### src/rtl/tcu_pkg.sv
package tcu_pkg;

  localparam int MODE_W = 4;

  localparam logic [MODE_W-1:0] MODE_SET  = 4'b1000;
  localparam logic [MODE_W-1:0] MODE_CLR  = 4'b1001;
  localparam logic [MODE_W-1:0] MODE_FLAG = 4'b1010;
  localparam logic [MODE_W-1:0] MODE_TRIG = 4'b1011;

  // strobes from control to datapath, valid for one cycle
  typedef struct packed {
    logic latchSet;
    logic latchClr;
    logic flagSet;
    logic timerClr;
    logic convPulse;
  } tcuStrobe_t;

endpackage

### src/rtl/tcu_datapath.sv
module tcu_datapath
  import tcu_pkg::*;
#(
  parameter int TIMER_W = 16,
  parameter int DATA_W  = 8,
  parameter int ADDR_W  = 3
) (
  input  logic                 clk,
  input  logic                 rstN,
  input  logic                 timerEn,
  input  logic                 wrEn,
  input  logic [ADDR_W-1:0]    wrAddr,
  input  logic [DATA_W-1:0]    wrData,
  input  logic [1:0]           flagClr,
  input  tcuStrobe_t           strobe,
  output logic [TIMER_W-1:0]   timerValue,
  output logic                 matchNow,
  output logic [MODE_W-1:0]    modeValue,
  output logic                 latchQ,
  output logic                 outDisable,
  output logic                 cmpFlag,
  output logic                 ovfFlag,
  output logic                 convStart
);

  localparam int NBYTES    = TIMER_W / DATA_W;
  localparam int ADDR_CMP0 = NBYTES;
  localparam int ADDR_MODE = 2 * NBYTES;
  localparam int ADDR_DIS  = 2 * NBYTES + 1;

  logic [TIMER_W-1:0] timer, cmpReg, timerLoad, cmpLoad;
  logic [NBYTES-1:0]  timerWr, cmpWr;
  logic               timerAnyWr, cmpAnyWr, modeWr, disWr, modeZeroWrite, wrapTick;
  logic [MODE_W-1:0]  modeReg;

  for (genvar k = 0; k < NBYTES; k++) begin : g_byteSel
    assign timerWr[k] = wrEn && (wrAddr == ADDR_W'(k));
    assign cmpWr[k]   = wrEn && (wrAddr == ADDR_W'(ADDR_CMP0 + k));
  end

  always_comb begin
    timerLoad = timer;
    cmpLoad   = cmpReg;
    for (int k = 0; k < NBYTES; k++) begin
      if (timerWr[k]) timerLoad[k*DATA_W +: DATA_W] = wrData;
      if (cmpWr[k])   cmpLoad[k*DATA_W +: DATA_W]   = wrData;
    end
  end

  assign timerAnyWr    = |timerWr;
  assign cmpAnyWr      = |cmpWr;
  assign modeWr        = wrEn && (wrAddr == ADDR_W'(ADDR_MODE));
  assign disWr         = wrEn && (wrAddr == ADDR_W'(ADDR_DIS));
  assign modeZeroWrite = modeWr && (wrData == '0);
  assign wrapTick      = timerEn && !timerAnyWr && !strobe.timerClr && (timer == '1);

  always_ff @(posedge clk or negedge rstN) begin
    if (!rstN) begin
      timer      <= '0;
      cmpReg     <= '0;
      modeReg    <= '0;
      outDisable <= 1'b0;
    end else begin
      if (timerAnyWr)           timer <= timerLoad;
      else if (strobe.timerClr) timer <= '0;
      else if (timerEn)         timer <= timer + TIMER_W'(1);
      if (cmpAnyWr) cmpReg     <= cmpLoad;
      if (modeWr)   modeReg    <= wrData[MODE_W-1:0];
      if (disWr)    outDisable <= wrData[0];
    end
  end

  always_ff @(posedge clk or negedge rstN) begin
    if (!rstN) begin
      latchQ    <= 1'b0;
      cmpFlag   <= 1'b0;
      ovfFlag   <= 1'b0;
      convStart <= 1'b0;
    end else begin
      if (modeZeroWrite)        latchQ <= 1'b0;
      else if (strobe.latchSet) latchQ <= 1'b1;
      else if (strobe.latchClr) latchQ <= 1'b0;
      if (strobe.flagSet)       cmpFlag <= 1'b1;
      else if (flagClr[0])      cmpFlag <= 1'b0;
      if (wrapTick)             ovfFlag <= 1'b1;
      else if (flagClr[1])      ovfFlag <= 1'b0;
      convStart <= strobe.convPulse;
    end
  end

  assign timerValue = timer;
  assign matchNow   = (timer == cmpReg);
  assign modeValue  = modeReg;


  timer_step_chk: assert property (@(posedge clk) disable iff (!rstN)
    (timerEn && !timerAnyWr && !strobe.timerClr) |=> (timer == $past(timer) + TIMER_W'(1)));


  timer_clr_chk: assert property (@(posedge clk) disable iff (!rstN)
    (strobe.timerClr && !timerAnyWr && !ovfFlag) |=> (timer == '0) && !ovfFlag);


  conv_pulse_chk: assert property (@(posedge clk) disable iff (!rstN)
    convStart |=> !convStart);


  flag_mode_latch_chk: assert property (@(posedge clk) disable iff (!rstN)
    (modeReg == MODE_FLAG && !modeZeroWrite) |=> (latchQ == $past(latchQ)));


  zero_clr_chk: assert property (@(posedge clk) disable iff (!rstN)
    modeZeroWrite |=> !latchQ);


  flag_sticky_chk: assert property (@(posedge clk) disable iff (!rstN)
    (cmpFlag && !flagClr[0]) |=> cmpFlag);

endmodule

### src/rtl/tcu_control.sv
module tcu_control
  import tcu_pkg::*;
(
  input  logic              clk,
  input  logic              rstN,
  input  logic              matchNow,
  input  logic [MODE_W-1:0] modeValue,
  input  logic              convEnable,
  output tcuStrobe_t        strobe
);

  logic matchPrev, arrive, active;

  always_ff @(posedge clk or negedge rstN) begin
    if (!rstN) matchPrev <= 1'b0;
    else       matchPrev <= matchNow;
  end

  // act only when the timer arrives at the compare value
  assign arrive = matchNow && !matchPrev;
  assign active = arrive && (modeValue[MODE_W-1:MODE_W-2] == 2'b10);

  always_comb begin
    strobe           = '0;
    strobe.flagSet   = active;
    strobe.latchSet  = active && (modeValue == MODE_SET);
    strobe.latchClr  = active && (modeValue == MODE_CLR);
    strobe.timerClr  = active && (modeValue == MODE_TRIG);
    strobe.convPulse = strobe.timerClr && convEnable;
  end


  no_retrig_chk: assert property (@(posedge clk) disable iff (!rstN)
    strobe.flagSet |=> !strobe.flagSet);

endmodule

### src/rtl/tcu_compare_unit.sv
module tcu_compare_unit
  import tcu_pkg::*;
#(
  parameter int TIMER_W = 16,
  parameter int DATA_W  = 8,
  parameter int ADDR_W  = 3
) (
  input  logic               clk,
  input  logic               rstN,
  input  logic               timerEn,
  input  logic               wrEn,
  input  logic [ADDR_W-1:0]  wrAddr,
  input  logic [DATA_W-1:0]  wrData,
  input  logic [1:0]         flagClr,
  input  logic               convEnable,
  output logic [TIMER_W-1:0] timerValue,
  output logic               pinData,
  output logic               pinDrive,
  output logic               cmpFlag,
  output logic               ovfFlag,
  output logic               convStart
);

  tcuStrobe_t        strobe;
  logic              matchNow, latchQ, outDisable;
  logic [MODE_W-1:0] modeValue;

  tcu_control i_control (
    .clk        (clk),
    .rstN       (rstN),
    .matchNow   (matchNow),
    .modeValue  (modeValue),
    .convEnable (convEnable),
    .strobe     (strobe)
  );

  tcu_datapath #(
    .TIMER_W (TIMER_W),
    .DATA_W  (DATA_W),
    .ADDR_W  (ADDR_W)
  ) i_datapath (
    .clk        (clk),
    .rstN       (rstN),
    .timerEn    (timerEn),
    .wrEn       (wrEn),
    .wrAddr     (wrAddr),
    .wrData     (wrData),
    .flagClr    (flagClr),
    .strobe     (strobe),
    .timerValue (timerValue),
    .matchNow   (matchNow),
    .modeValue  (modeValue),
    .latchQ     (latchQ),
    .outDisable (outDisable),
    .cmpFlag    (cmpFlag),
    .ovfFlag    (ovfFlag),
    .convStart  (convStart)
  );

  assign pinDrive = !outDisable;
  assign pinData  = latchQ && !outDisable;

endmodule

### config.mk
export PLATFORM = sky130hd
export DESIGN_NAME = tcu_compare_unit
export DESIGN_NICKNAME = d
export VERILOG_FILES = /design/src/rtl/tcu_pkg.sv /design/src/rtl/tcu_datapath.sv /design/src/rtl/tcu_control.sv /design/src/rtl/tcu_compare_unit.sv
export SDC_FILE = /design/constraint.sdc
export NUM_CORES = 1
export LEC_CHECK = 0
export BUFFER_PORTS_ARGS = -buffer_cell sky130_fd_sc_hd__buf_4
export CORE_MARGIN = 5
export CORE_UTILIZATION = 30
export DETAILED_ROUTE_END_ITERATION = 6
export PLACE_DENSITY = 0.47
export SETUP_SLACK_MARGIN = 0.4
export SYNTH_ARGS = -nofsm -noshare
export SYNTH_HDL_FRONTEND = slang
export SYNTH_HIERARCHICAL = 1
export SYNTH_SLANG_ARGS = --single-unit
### constraint.sdc
create_clock -name clk -period 3.24 [get_ports clk]
set_clock_uncertainty 0.15 [all_clocks]
set_input_delay 0.486 -clock clk [delete_from_list [all_inputs] [get_ports clk]]
set_output_delay 0.486 -clock clk [all_outputs]
set_load 0.01 [all_outputs]
=== After elaboration in Yosys (flattened, before gate mapping) ===
Cells that the tools add are included.
W data, S select, Z words.

* Add/sub/neg operators: 1
* Equal/unequal tests: 13
* Muxes and demuxes: 12
* Reductions and logical operators: 33

{| class="wikitable"
|+ Operator list
! operator !! count
|-
| $mux W16 || 3
|-
| $logic_and A1 B1 Y1 || 17
|-
| $add A16 B1 Y16 const B || 1
|-
| $eq A16 B16 Y1 || 1
|-
| $eq A16 B16 Y1 const B || 1
|-
| $mux W8 || 2
|-
| $eq A4 B4 Y1 const B || 3
|-
| $logic_not A8 Y1 || 1
|-
| $reduce_and A2 Y1 || 4
|-
| $mux W1 || 7
|-
| $eq A3 B2 Y1 const B || 2
|-
| $eq A3 B3 Y1 const B || 2
|-
| $reduce_bool A3 Y1 || 2
|-
| $logic_not A1 Y1 || 4
|-
| $ne A2 B1 Y1 const B || 2
|-
| $reduce_bool A2 Y1 || 2
|-
| $reduce_or A2 Y1 || 2
|-
| $eq A3 B1 Y1 const B || 1
|-
| $logic_not A3 Y1 || 1
|-
| $eq A2 B2 Y1 const B || 1
|}

* Register bits: 42
* Input port bits: 18
* Output and inout bits: 21
* Word-level logic and storage cells: 70

=== Depth between registers and ports, before layout ===
Gate-level depths: netlist (run 1).

* Depth after elaboration: 8
* Depth in mapped cells: 12
* Mapped depth without buffers: 10

=== Hierarchy ===
Netlist (run 1), hierarchy kept.

{| class="wikitable"
|+ By module, submodules not included
! module !! times used !! cells an instance !! area each (µm²)
|-
| tcu_datapath || 1 || 212 || 2175.8
|-
| tcu_control || 1 || 10 || 97.6
|-
| tcu_compare_unit || 1 || 2 || 10.0
|}

=== Worst setup path before layout (run 1) ===
OpenSTA, ideal clock, no wires.

* Kind: register -> register
* Start point: register i_datapath.timer[2] (netlist: i_datapath/timerValue[2])
* End point: register i_datapath.timer[2] (netlist: i_datapath/timerValue[2])
* Setup time: 0.140 ns
* Arrival time: 2.329 ns
* Data required time: 2.950 ns
* Path slack: 0.621 ns
* Cell stages (with the launch flop): 12
* Buffers on the path: 2
* Clock period less this slack: 2.619 ns
* Path through: dfrtp_1 xnor2_1 nand4_1 nor4_1 nand4bb_4 nor2_1 nand2b_1 buf_4 o21ai_1 buf_2 o21ai_1 o311ai_1

{| class="wikitable"
|+ RTL lines
! item !! line !! text
|-
| start, declared || tcu_datapath.sv:31 || <nowiki>logic [TIMER_W-1:0] timer, cmpReg, timerLoad, cmpLoad;</nowiki>
|-
| start signal, assigned || tcu_datapath.sv:64 || <nowiki>if (timerAnyWr) timer <= timerLoad;</nowiki>
|-
| start signal, assigned || tcu_datapath.sv:66 || <nowiki>else if (timerEn) timer <= timer + TIMER_W'(1);</nowiki>
|}

==> reports/qor.yml, run 1 <==
route:
  vias: 1846
  drt-initial-drc-count: 90
  wirelength_um: 6510
  avgRoutedWirePerCell_um: 17.8
  drc_errors: 0
  via_per_inst: 5.06
  ant_nets: 0
  dr.pass1.iters: 4
worst_setup_path:
  worstPathArrival_ns: 2.72
  worstSetupPathType: "reg2reg"
  cp_num_buf_inv: 1
  r2r_setup_slack_ns: 0.60
  cp_top_family: "simple AND/OR/NAND/NOR gates"
  slowest_delay_ns: 0.56
  cp_slowest_cell: "or4_1"
  path_cells: "xnor2_1 > nand4_1 > nor4_2 > buf_4 > nand4bb_4 > nor2_4 > nor2_2 > nand2_1 > or4_1 > nand3_1"
  startpoint_type: "flop"
  cp-end-kind: "flop"
  worstPathRequired_ns: 3.32
  critPathMaxFanout: 8
sta:
  period_share_pct: 81.5
  fin_crit_ns: 2.64
  finalSetupViolCount: 0
  finalHoldViolCount: 0
  fmax_ghz: 0.379
  worst_hold_slack_ns: 0.0305
  rsz0062_at_grt: "false"
  slew_violations: 0
  max_slew_margin_pct: 52.6
  worst_pin_slew_ns: 0.709
  tns_ns: 0
die:
  placementRows: 31
  dieHeight_um: 97.2
  dieArea_sq_um: 9460
  coreArea_sq_um: 7330
  io_pins: 39
  initial_core_util_pct: 31.1
  die_w_um: 97.2
synth:
  yosysTopAreaCell: "dfrtp_1"
  synthTopCellsByArea: "dfrtp_1 (46%), mux2_2 (6.4%), xnor2_1 (6.1%), mux2_1 (3.9%), o21ai_1 (3.7%)"
  synthCells: 224
  ys_seq_elements: 42
  syn_nets: 243
  avgSynthCellArea_sq_um: 10.2
  netlist_area_sq_um: 2280
  synth-edff-count: 0
  yosysTopAreaCellShare_pct: 46.0
  synthFlopType: "dfrtp_1"
  seq_area_frac_synth_pct: 46.0
  synthDistinctLibCells: 45
  yosysWarnings: 6
  async_flop_share_pct: 100
global_routing:
  grt_antenna_before_repair: 0
  grt_max_degree: 43
  gr-total-overflow: 0
  grt_pass1_wl_um: 10600
  grt_usage_pct: 14.1
  grt_pass1_vias: 1900
placed_design:
  portBuffers: 38
  gp_routability_congestion: 0.792
  post-dp-hpwl_um: 4820
  placedCellCount: 357
clock_network:
  tritoncts: "done"
  clk_path_buf_depth: 2
  clk_latency_ns: 0.29
  numClockSinks: 42
  cts_root_buf: "clkbuf_8"
  holdBufCountCts: 0
  cts_inserted_buffers: 5
  h-tree-depth: 2
  path_clk_slew_ns: 0.08
  post_cts_buffers: 0
final_layout:
  final_nets: 284
  antenna_cells: 0
  area_delta_synth_final_pct: 23.0
  final_common_cell: "buf_4"
  final_cells: 365
  final_cell_mix: "buf_4 (42), dfrtp_1 (41), nand2_1 (22), xnor2_1 (16), o21ai_1 (16)"
  drive_gt1_share_pct: 27.4
min_path:
  hold_path_class: "in2async"
run_status:
  run_status: "finished clean"
power:
  power_density_nw_per_um2: 606
  max-vdd-ir-drop_mv: 0.195
  leakagePower_nw: 1.12
flow_run:
  maxCapViolCount: 0
-- final cells by class --
type | instances | area [sq um]
flip-flops and latches | 42 | 1050
multi-input cells | 167 | 1180
inverters | 7 | 26.3
clock inverters | 2 | 37.5
clock buffers | 6 | 72.6
well taps | 99 | 124
repair buffers | 42 | 315
fillers | 757 | 4520
-- routing by layer --
| metal | GRT usage [%] | vias up | wire length [um] |
|---|---|---|---|
| li1 | - | 891 | - |
| met1 | 19.9 | 914 | 3220 |
| met2 | 21.9 | 37 | 2970 |
| met3 | 3.30 | 4 | 267 |
| met4 | 3.30 | 0 | 55 |
| met5 | 0 | - | 0 |
-- path summary, 6_finish.rpt --
check                                                      from                               endpoint  depth (start not counted)
setup / recovery           i_datapath/timerValue[8]$_DFFE_PN0P_   i_datapath/timerValue[8]$_DFFE_PN0P_                         10
hold / removal                                             rstN       i_datapath/cmpReg[4]$_DFFE_PN0P_                          1
setup reg to reg           i_datapath/timerValue[8]$_DFFE_PN0P_   i_datapath/timerValue[8]$_DFFE_PN0P_                         10
hold reg to reg                  i_datapath/cmpFlag$_DFFE_PN0P_         i_datapath/cmpFlag$_DFFE_PN0P_                          1
max in group asynchronous                                  rstN  i_datapath/timerValue[11]$_DFFE_PN0P_                          1
min in group clk                                     flagClr[1]         i_datapath/ovfFlag$_DFFE_PN0P_                          2
-- cell families after synthesis --
| group | share of synthesized area, % |
|---|---|
| AND/OR/NAND/NOR | 20.2 |
| flip-flops | 46.0 |
| XOR/XNOR | 6.52 |
| AO/OA/AOI/OAI | 12.9 |
| buffers and inverters | 3.01 |
| adder cells (fa/ha/maj) | 0.548 |
| multiplexers | 10.8 |
-- registers in the layout (all words and copies together), names as in the netlist --
name and count:
i_control/matchPrev 1, i_datapath/cmpFlag 1, i_datapath/cmpReg 16, i_datapath/convStart 1, i_datapath/latchQ 1, i_datapath/modeValue 4
i_datapath/outDisable 1, i_datapath/ovfFlag 1, i_datapath/timerValue 16
-- worst reg2reg max path, cell delays in order, from the launching register on --
cell       delay [ns]
dfrtp_1          0.49
xnor2_1          0.18
nand4_1          0.16
nor4_2           0.05
buf_4            0.14
nand4bb_4        0.12
nor2_4           0.07
nor2_2           0.26
nand2_1          0.29
or4_1            0.56
nand3_1          0.09
-- Yosys cell counts (all sizes together), types with 2 or more instances --
cell type  instances
dfrtp             42
nand2             22
mux2              21
o21ai             18
xnor2             16
nor2              14
nand3             12
a21oi             10
inv                7
buf                6
nand4              6
nor4               6
o311ai             5
a31oi              3
and2               3
nor3               3
nor3b              3
o22ai              3
a21o               2
clkbuf             2
nor2b              2
o31a               2
-- what timing repair did --
item	in CTS	in global routing
endpoints found under the hold margin	0	0
endpoints found under the setup margin	0	15
resized for setup	0	5
-- per-stage QoR --
stage / setup WS [ns] / cell area [sq um] / utilization [%] / total power [mW]
2_1_floorplan: 0.621 / 2280 / - / 1.06
3_3_place_gp: 0.509 / 2680 / 36.6 / 1.29
3_5_place_dp: 0.531 / 2680 / 36.6 / 1.30
4_1_cts: 0.504 / 2790 / 38.1 / 1.72
5_1_grt: 0.405 / 2810 / 38.3 / 1.82
6_report: 0.601 / 2810 / 38.3 / 1.70
-- where the power goes --
| part | leakage, nW | switching (mW) | internal [mW] |
|---|---|---|---|
| registers | 0.512 | 0.168 | 0.635 |
| clock network | 0.0514 | 0.186 | 0.230 |
| logic | 0.559 | 0.221 | 0.260 |
| total | 1.12 | 0.576 | 1.13 |
(Power assumes the default switching activity.)
==> run 2, diff against run 1 <==
Settings changed: PLACE_DENSITY 0.47 to 0.49.
Clock period 3.24 ns to 2.3 ns, I/O delays scaled along.
==> reports/qor.yml, run 2 (synthesis results as in run 1) <==
sta:
  rsz0062_at_grt: "true"
  period_share_pct: 105
  worst_pin_slew_ns: 0.566
  setup_slack_ns: -0.111
  slew_violations: 0
  max_slew_margin_pct: 62.2
  tns_ns: -0.575
  finalHoldViolCount: 0
  finalSetupViolCount: 15
  fmax_ghz: 0.415
  fin_crit_ns: 2.41
power:
  power_density_nw_per_um2: 839
  leakagePower_nw: 1.36
  max-vdd-ir-drop_mv: 0.512
die:
  dieArea_sq_um: 9460
  initial_core_util_pct: 31.1
  io_pins: 39
  placementRows: 31
  dieHeight_um: 97.2
  coreArea_sq_um: 7330
  die_w_um: 97.2
worst_setup_path:
  cp_slowest_cell: "dfrtp_1"
  crit_end: "i_datapath/timerValue[4]$_DFFE_PN0P_"
  startpoint: "i_datapath/cmpReg[1]$_DFFE_PN0P_"
  cp_num_buf_inv: 1
  critPathMaxFanout: 6
  startpoint_type: "flop"
  path_cells: "xnor2_1 > nand4_1 > nor4_4 > nand4bb_4 > nor2_4 > nand2b_4 > buf_12 > o21ai_4 > o21ai_2 > o311ai_2"
  cp-end-kind: "flop"
  r2r-start: "i_datapath/cmpReg[1]$_DFFE_PN0P_"
  path_depth: 10
  worstPathRequired_ns: 2.32
  worstPathArrival_ns: 2.44
  worstSetupPathType: "reg2reg"
  reg2reg_depth: 10
  slowest_delay_ns: 0.40
  cp_top_family: "simple AND/OR/NAND/NOR gates"
  worstReg2RegEnd: "i_datapath/timerValue[4]$_DFFE_PN0P_"
  r2r_setup_slack_ns: -0.11
route:
  wirelength_um: 6980
  avgRoutedWirePerCell_um: 17.4
  via_per_inst: 5.04
  dr.pass1.iters: 4
  drc_errors: 0
  ant_nets: 0
  vias: 2028
  drt-initial-drc-count: 71
clock_network:
  tritoncts: "done"
  h-tree-depth: 2
  cts_inserted_buffers: 5
  cts_root_buf: "clkbuf_8"
  numClockSinks: 42
  clk_latency_ns: 0.30
  clk_path_buf_depth: 2
  path_clk_slew_ns: 0.09
final_layout:
  final_cell_mix: "buf_4 (70), dfrtp_1 (42), nand2_1 (21), xnor2_1 (15), mux2_2 (13)"
  antenna_cells: 0
  drive_gt1_share_pct: 40.6
  n_fill_cell: 722
  final_nets: 321
  final_common_cell: "buf_4"
  area_delta_synth_final_pct: 41.9
global_routing:
  grt_usage_pct: 15.1
  grt_pass1_vias: 2093
  gr-total-overflow: 0
  grt_pass1_wl_um: 11300
  grt_antenna_before_repair: 0
  grt_max_degree: 43
placed_design:
  post-dp-hpwl_um: 5130
  gp_routability_congestion: 0.817
  portBuffers: 38
  pre_cts_ws_ns: -0.0657
run_status:
  violations: "negative setup slack"
  run_status: "finished, violations left"
flow_run:
  maxCapViolCount: 0
min_path:
  hold_path_class: "in2reg"
run 2: routing by layer:
metal / track usage [%] / wire length, um / vias up / share of wire [%]
met3: 3.66 / 409 / 9 / 5.9
li1: - / - / 970 / -
met4: 5.01 / 94 / 0 / 1.3
met2: 23.1 / 3270 / 56 / 47
met5: 0 / 0 / - / 0
met1: 21.0 / 3200 / 993 / 46
run 2: layout make-up:
cell class	count	area, sq um	share of cell area, %
well taps	99	124	3.82
repair buffers	78	623	19.2
clock inverters	3	68.8	2.12
flip-flops and latches	42	1050	32.4
multi-input cells	168	1280	39.5
inverters	7	26.3	0.811
clock buffers	5	68.8	2.12
run 2: worst min-delay path by stage:
stage / startpoint / endpoint / slack (ns) / cells past startpoint
5_1_grt: flagClr[1] / i_datapath/ovfFlag$_DFFE_PN0P_ / 0.08 / 2
3_5_place_dp: rstN / i_datapath/cmpReg[1]$_DFFE_PN0P_ / 0.23 / 1
4_1_cts: flagClr[1] / i_datapath/ovfFlag$_DFFE_PN0P_ / 0.07 / 2
2_1_floorplan: rstN / i_control/matchPrev$_DFF_PN0_ / -0.10 / 0
6_report: flagClr[1] / i_datapath/ovfFlag$_DFFE_PN0P_ / 0.08 / 2
3_3_place_gp: rstN / i_datapath/cmpReg[1]$_DFFE_PN0P_ / 0.23 / 1
run 2: where the power goes:
part           leakage (nW)  total [mW]  switching [mW]  internal (mW)
sequential            0.514        1.03           0.130          0.895
combinational         0.782       0.977           0.472          0.505
clock                0.0683       0.717           0.282          0.435
total                  1.36        2.72           0.884           1.84
run 2: repair_timing:
item	4_1_cts	5_1_grt
gates cloned	0	1
setup buffers	4	6
endpoints found under the setup margin	18	20
resized for setup	9	12
pin swaps	7	11
endpoints found under the hold margin	42	0
hold buffers	1	0
run 2: metrics by stage:
stage	hold slack, ns	std cells	power [mW]	instance area (sq um)	utilization, %
after floorplan	-0.101	224	1.53	2350	-
after global placement	0.232	382	1.97	2910	39.7
after detailed placement	0.233	382	1.98	2910	39.7
after CTS	0.0716	395	2.71	3120	42.6
after global routing	0.0810	402	2.89	3240	44.2
final	0.0762	402	2.72	3240	44.2
